## config.mk

```make
export PLATFORM = sky130hd
export DESIGN_NAME = tcf_fault_policy
export DESIGN_NICKNAME = d
export VERILOG_FILES = /design/src/rtl/tcf_pkg.sv /design/src/rtl/tcf_mode_sel.sv /design/src/rtl/tcf_sync_capture.sv /design/src/rtl/tcf_status_bank.sv /design/src/rtl/tcf_fault_policy.sv
export SDC_FILE = /design/constraint.sdc
export NUM_CORES = 1
export LEC_CHECK = 0
export CORE_ASPECT_RATIO = 2
export CORE_UTILIZATION = 30
export CTS_CLUSTER_SIZE = 40
export DETAILED_ROUTE_END_ITERATION = 6
export HOLD_SLACK_MARGIN = 0.15
export PLACE_DENSITY_LB_ADDON = 0.25
export SETUP_SLACK_MARGIN = 0.15
export SYNTH_ARGS = -nofsm -noshare
export SYNTH_HDL_FRONTEND = slang
export SYNTH_HIERARCHICAL = 1
export SYNTH_SLANG_ARGS = --single-unit
```

## constraint.sdc

```tcl
create_clock -name clk -period 2.3 [get_ports clk]
set_clock_uncertainty 0.05 [all_clocks]
set_input_delay 0.46 -clock clk [delete_from_list [all_inputs] [get_ports clk]]
set_output_delay 0.46 -clock clk [all_outputs]
set_load 0.02 [all_outputs]
```

## src/rtl/tcf_pkg.sv

```systemverilog
package tcf_pkg;

    typedef enum logic [1:0] {
        TCF_IGNORE = 2'd0,
        TCF_SYNC   = 2'd1,
        TCF_ASYNC  = 2'd2,
        TCF_MIXED  = 2'd3
    } tcf_mode_e;

    typedef struct packed {
        logic raise_sync;
        logic raise_async;
    } tcf_action_s;

    // Map a policy and access direction onto the action to take.
    function automatic tcf_action_s tcf_decide(tcf_mode_e mode, logic is_store);
        tcf_action_s act;
        act = '0;
        unique case (mode)
            TCF_IGNORE: act = '0;
            TCF_SYNC:   act.raise_sync = 1'b1;
            TCF_ASYNC:  act.raise_async = 1'b1;
            TCF_MIXED: begin
                act.raise_async = is_store;
                act.raise_sync  = ~is_store;
            end
            default:    act = '0;
        endcase
        return act;
    endfunction

endpackage

```

## src/rtl/tcf_mode_sel.sv

```systemverilog
module tcf_mode_sel
    import tcf_pkg::*;
#(
    parameter int CTRL_W   = 64,
    parameter int EL0_LSB  = 38,
    parameter int PRIV_LSB = 40
) (
    input  logic [CTRL_W-1:0] ctrl,
    input  logic              el0,
    output tcf_mode_e         mode
);
    logic [1:0] el0_field;
    logic [1:0] priv_field;
    logic       unused_ctrl;

    assign el0_field   = ctrl[EL0_LSB +: 2];
    assign priv_field  = ctrl[PRIV_LSB +: 2];
    assign mode        = tcf_mode_e'(el0 ? el0_field : priv_field);
    assign unused_ctrl = ^ctrl;
endmodule

```

## src/rtl/tcf_sync_capture.sv

```systemverilog
module tcf_sync_capture #(
    parameter int ADDR_W = 64
) (
    input  logic              clk,
    input  logic              rst,
    input  logic              fire,
    input  logic [ADDR_W-1:0] addr,
    input  logic              is_store,
    output logic              pulse,
    output logic [ADDR_W-1:0] addr_q,
    output logic              store_q
);
    always_ff @(posedge clk) begin
        if (rst) begin
            pulse   <= 1'b0;
            addr_q  <= '0;
            store_q <= 1'b0;
        end else begin
            pulse <= fire;
            if (fire) begin
                addr_q  <= addr;
                store_q <= is_store;
            end
        end
    end
endmodule

```

## src/rtl/tcf_status_bank.sv

```systemverilog
module tcf_status_bank #(
    parameter int STAT_W = 2,
    localparam int IDX_W = (STAT_W > 1) ? $clog2(STAT_W) : 1
) (
    input  logic              clk,
    input  logic              rst,
    input  logic              set_vld,
    input  logic [IDX_W-1:0]  set_idx,
    input  logic              clr_vld,
    input  logic [STAT_W-1:0] clr_mask,
    output logic [STAT_W-1:0] status
);
    for (genvar b = 0; b < STAT_W; b++) begin : g_bit
        logic set_b;
        logic clr_b;
        assign set_b = set_vld && (set_idx == IDX_W'(b));
        assign clr_b = clr_vld && clr_mask[b];
        always_ff @(posedge clk) begin
            if (rst)        status[b] <= 1'b0;
            else if (set_b) status[b] <= 1'b1;
            else if (clr_b) status[b] <= 1'b0;
        end
    end
endmodule

```

## src/rtl/tcf_fault_policy.sv

```systemverilog
module tcf_fault_policy
    import tcf_pkg::*;
#(
    parameter int ADDR_W   = 64,
    parameter int CTRL_W   = 64,
    parameter int EL0_LSB  = 38,
    parameter int PRIV_LSB = 40,
    parameter int SEL_BIT  = 55
) (
    input  logic              clk,
    input  logic              rst,
    input  logic              fail_vld,
    input  logic [ADDR_W-1:0] fail_addr,
    input  logic              fail_is_store,
    input  logic              fail_el0,
    input  logic              fail_two_range,
    input  logic [CTRL_W-1:0] ctrl_word,
    input  logic              sts_clr_vld,
    input  logic [1:0]        sts_clr_mask,
    output logic              sync_abort,
    output logic [ADDR_W-1:0] abort_addr,
    output logic              abort_is_store,
    output logic              async_flag,
    output logic [1:0]        async_status
);
    localparam int STAT_W = 2;
    localparam int IDX_W  = $clog2(STAT_W);

    tcf_mode_e   mode;
    tcf_action_s act;
    logic [IDX_W-1:0] stat_idx;
    logic        fire_sync;
    logic        fire_async;

    tcf_mode_sel #(
        .CTRL_W  (CTRL_W),
        .EL0_LSB (EL0_LSB),
        .PRIV_LSB(PRIV_LSB)
    ) u_mode (
        .ctrl(ctrl_word),
        .el0 (fail_el0),
        .mode(mode)
    );

    assign act        = tcf_decide(mode, fail_is_store);
    assign fire_sync  = fail_vld && act.raise_sync;
    assign fire_async = fail_vld && act.raise_async;
    assign stat_idx   = fail_two_range ? IDX_W'(fail_addr[SEL_BIT]) : '0;

    tcf_sync_capture #(.ADDR_W(ADDR_W)) u_sync (
        .clk     (clk),
        .rst     (rst),
        .fire    (fire_sync),
        .addr    (fail_addr),
        .is_store(fail_is_store),
        .pulse   (sync_abort),
        .addr_q  (abort_addr),
        .store_q (abort_is_store)
    );

    tcf_status_bank #(.STAT_W(STAT_W)) u_stat (
        .clk     (clk),
        .rst     (rst),
        .set_vld (fire_async),
        .set_idx (stat_idx),
        .clr_vld (sts_clr_vld),
        .clr_mask(sts_clr_mask),
        .status  (async_status)
    );

    always_ff @(posedge clk) begin
        if (rst) async_flag <= 1'b0;
        else     async_flag <= fire_async;
    end
endmodule

```

==> results.yml, run 1 <==
drt:
  post_drt_wl_per_cell_um: 13.2
  drt_iter0_drc: 86
  wl_um: 6330
  via_per_inst: 4.36
  route.detailed.drc: 0
  vias: 2086
  drt_pass1_iterations: 3
  final_antenna_net_count: 0
die:
  dieHeight_um: 132
  core_um2: 8230
  ioPinCount: 206
  start_util_pct: 30.9
  dieArea_um2: 8890
  fp-row-count: 47
  die_w_um: 67.2
clock_tree:
  clk_latency_ps: 320
  root_buffer: "clkbuf_16"
  cts_buffers: 9
  hold_buffers: 0
  cts_tree: "done"
  clock_path_buffers: 2
  cts_num_sinks: 69
  cts.reportedPaths.clkPinSlew_ps: 50
  ctsHtreeMaxLevel: 3
  cts_setup_buffers: 0
  cts.repair.resized: 0
finish:
  diodes: 0
  fin_area_um2: 4330
  fill_cells: 756
  layout-drive-gt1-share_pct: 6.84
  area_growth_pct: 70.1
  fin_nets: 514
  final_core_util_pct: 52.6
sta:
  rsz0062_at_grt: "no"
  finalSetupViolations: 0
  timing.hold.ws_ps: 437
  slew_violations: 0
  fin_crit_ps: 1970
  worst_pin_slew_ps: 430
  hold_violations: 0
  fmaxAchievable_ghz: 0.508
  relSlewSlack_pct: 71.3
  fin_crit_sh_pct: 85.6
yosys:
  synthTopCellsByArea: "dfxtp_1 54%, mux2i_1 26%, nor2_1 9.6%"
  synthCells: 230
  synth_nets: 367
  netlist_area_um2: 2550
  yosys.cell_types.count: 18
  netlist.area_leader.share_pct: 54.2
  synth_area_per_cell_um2: 11.1
  ys_seq_area_share_pct: 54.2
  yosys_register_bits: 69
  yosysWarnings: 6
  yosys.area.top_type: "dfxtp_1"
grt:
  grt_pass1_wl_um: 9980
  grt_max_degree: 33
  grt-ovfl-total: 0
  antenna_found_initial: 0
  grt_pass1_vias: 2097
  grt.total_usage_pct: 15.4
power:
  peakVddDrop_v: 0.000416
  p_leak_nw: 1.63
  power.density_nw_per_um2: 701
placement:
  place_area_um2: 4070
  hpwlAfterDp_um: 4710
  routabilityCongestion: 0.720
  numPortBuffers: 145
status:
  outcome: "finished clean"
worst_hold_path:
  hold_path.class: "flip-flop to flip-flop"
setup_path:
  critical_path_class: "input pin to flip-flop"
  worst_setup_path_end_kind: "flip-flop"
  critPathMaxFanout: 25
  r2r_slack_ps: 1540
  cp.required_ps: 2440
  cp-start-kind: "input pin"
  cp_data_arrival_time_ps: 2110
flow_run:
  maxCapViolations: 0
[cell families after synthesis]
group	synth area share (%)
flops	54.2
compound gates	2.36
buf+inv	6.24
simple gates	10.8
mux	26.4
[registers in the layout, summed over array words and instances, names as in the netlist]
signal,count
u_stat/status,2
async_flag,1
u_sync/store_q,1
u_sync/addr_q,64
u_sync/pulse,1
[Yosys cell counts (all sizes together)]
library cell	count
mux2i	65
nand2b	1
nor2b	1
a21oi	4
mux2	2
clkbuf	5
inv	1
dfxtp	69
nor2	65
and2	1
a21bo	2
a211oi	1
nand2	3
buf	10
[stage by stage]
stage	setup TNS [ps]	instances	setup WS (ps)	power, mW
3_5_place_dp	-6.72	464	-3.92	1.84
6_report	0	478	331	3.04
2_1_floorplan	0	230	583	1.57
3_3_place_gp	0	464	17.3	1.83
5_1_grt	0	478	249	3.18
4_1_cts	0	478	341	3.09
[metal layers]
metal  GRT usage (%)  wire length [um]  vias to the layer above
li1                -                 -                     1050
met1            16.9              2490                      924
met2            24.4              3100                      100
met3            5.36               561                       12
met4            9.22               179                        0
met5               0                 0                        -
[path summary, 6_finish.rpt]
kind                                        from                              to  cells past startpoint
setup / recovery                        fail_el0  u_sync/addr_q[28]$_SDFFE_PP0P_                      6
hold / removal    u_sync/addr_q[22]$_SDFFE_PP0P_  u_sync/addr_q[22]$_SDFFE_PP0P_                      2
setup reg to reg   u_stat/status[1]$_SDFFE_PP0P_   u_stat/status[1]$_SDFFE_PP0P_                      2
hold reg to reg   u_sync/addr_q[22]$_SDFFE_PP0P_  u_sync/addr_q[22]$_SDFFE_PP0P_                      2
[final cells by class]
cell class                 instances  area, um^2  share of cell area, %
timing repair buffer             151        1540                   35.6
multi-input combinational        145        1020                   23.5
sequential                        69        1380                   31.9
inverter                           1        3.75                 0.0866
clock buffer                      12         256                   5.92
tap                               98         123                   2.83
clock inverter                     2        10.0                  0.231
[worst max-delay path: stages]
cell and delay (ps):
clkdlybuf4s50_1 500, mux2_2 380, a21oi_4 250, buf_12 250, mux2i_1 210, nor2_1 60
[power breakdown]
group          leakage (nW)  switching, mW  internal [mW]
registers             0.563         0.0282           1.26
logic                 0.932          0.220          0.302
clock network         0.134          0.460          0.771
[cell usage in the layout (no fill, tap or decap), types with 2 or more instances in the layout]
master / n
buf_12: 4
mux2_2: 2
nand2_1: 3
clkinv_2: 2
clkbuf_16: 9
clkbuf_8: 2
a21oi_2: 2
mux2i_1: 65
dfxtp_1: 69
a21bo_1: 2
clkdlybuf4s50_1: 144
nor2_1: 65
buf_4: 2
No activity file was read; power rests on OpenSTA's default activity.
==> inputs of run 2 (changes only) <==
- CORE_UTILIZATION: 30 -> 35
==> results.yml, run 2 (synthesis results as in run 1) <==
die:
  die_w_um: 62.3
  dieArea_um2: 7640
  fp-row-count: 43
  start_util_pct: 36.4
  ioPinCount: 206
  core_um2: 6990
  dieHeight_um: 123
clock_tree:
  hold_buffers: 0
  clk_latency_ps: 330
  cts_num_sinks: 69
  cts_setup_buffers: 0
  clock_path_buffers: 2
  ctsHtreeMaxLevel: 3
  cts.repair.resized: 0
  cts_buffers: 9
  cts.reportedPaths.clkPinSlew_ps: 50
  root_buffer: "clkbuf_16"
  cts_tree: "done"
grt:
  antenna_found_initial: 0
  grt-ovfl-total: 0
  grt_max_degree: 70
  grt.total_usage_pct: 16.7
  grt_pass1_wl_um: 9720
  grt_pass1_vias: 2097
setup_path:
  cp-start-kind: "input pin"
  critical_path_class: "input pin to flip-flop"
  worst_setup_path_end_kind: "flip-flop"
  critPathMaxFanout: 27
  cp.required_ps: 2460
  cp_data_arrival_time_ps: 2140
finish:
  layout-drive-gt1-share_pct: 7.09
  largest_reg_flops: 64
  area_growth_pct: 69.4
  fill_cells: 609
  final_core_util_pct: 61.7
  final_cell_mix: "144 x clkdlybuf4s50_1, 69 x dfxtp_1, 65 x mux2i_1, 65 x nor2_1, 9 x clkbuf_16"
  layout_commonest_cell: "clkdlybuf4s50_1"
  diodes: 0
  final_cells: 471
  fin_area_um2: 4320
  top_regs: "u_sync/addr_q x64, u_stat/status x2"
  fin_nets: 513
  max_flop_register: "u_sync/addr_q"
sta:
  final.setup.tns_ps: 0
  finalSetupViolations: 0
  hold_violations: 0
  worst_pin_slew_ps: 295
  fmaxAchievable_ghz: 0.505
  slew_violations: 0
  fin_ws_ps: 318
  rsz0062_at_grt: "no"
  relSlewSlack_pct: 80.3
  fin_crit_ps: 1980
  timing.hold.ws_ps: 438
  fin_crit_sh_pct: 86.2
drt:
  vias: 2074
  met3_length_um: 547
  route.detailed.drc: 0
  route.met2.wl_um: 3010
  wl_met1_um: 2470
  drt_iter0_drc: 56
  routed.top_layer: "met4"
  via_per_inst: 4.40
  wl_um: 6190
  post_drt_wl_per_cell_um: 13.1
  final_antenna_net_count: 0
  drt_pass1_iterations: 4
power:
  p_leak_nw: 1.63
  power_mw: 3.06
  power.density_nw_per_um2: 709
  peakVddDrop_v: 0.000566
placement:
  routabilityCongestion: 0.710
  dp.cells: 455
  pre_cts_ws_ps: -25.3
  numPortBuffers: 145
  place_area_um2: 4040
  hpwlAfterDp_um: 4370
status:
  outcome: "finished clean"
worst_hold_path:
  hold_path.class: "flip-flop to flip-flop"
flow_run:
  maxCapViolations: 0
## run 2: area by class of cell
type	count	area [um^2]	share of cell area, %
multi-input cells	145	1020	23.6
inverters	1	3.75	0.0870
clock inverters	4	22.5	0.522
flip-flops and latches	69	1380	32.0
clock buffers	12	256	5.94
well taps	90	113	2.61
repair buffers	150	1520	35.2
## run 2: worst max-delay path, cell delays in order
cell and delay [ps]:
clkdlybuf4s50_1 500, mux2_2 380, a21oi_4 240, buf_12 260, mux2i_1 240, nor2_1 60
## run 2: worst paths after layout
| path | startpoint | end | slack, ps | cells past startpoint |
|---|---|---|---|---|
| setup / recovery | fail_el0 | u_sync/addr_q[51]$_SDFFE_PP0P_ | 320 | 6 |
| hold / removal | u_sync/addr_q[1]$_SDFFE_PP0P_ | u_sync/addr_q[1]$_SDFFE_PP0P_ | 440 | 2 |
| setup reg to reg | u_stat/status[0]$_SDFFE_PP0P_ | u_stat/status[0]$_SDFFE_PP0P_ | 1520 | 2 |
| hold reg to reg | u_sync/addr_q[1]$_SDFFE_PP0P_ | u_sync/addr_q[1]$_SDFFE_PP0P_ | 440 | 2 |
## run 2: metal layers
metal,vias up,global-route usage (%)
met1,902,17.8
met4,0,10.6
li1,1053,-
met2,106,27.2
met3,13,6.97
met5,-,0
## run 2: power breakdown
part / switching (mW) / total, mW / internal (mW)
Combinational: 0.217 / 0.516 / 0.299
Sequential: 0.0292 / 1.29 / 1.26
Clock: 0.478 / 1.26 / 0.781
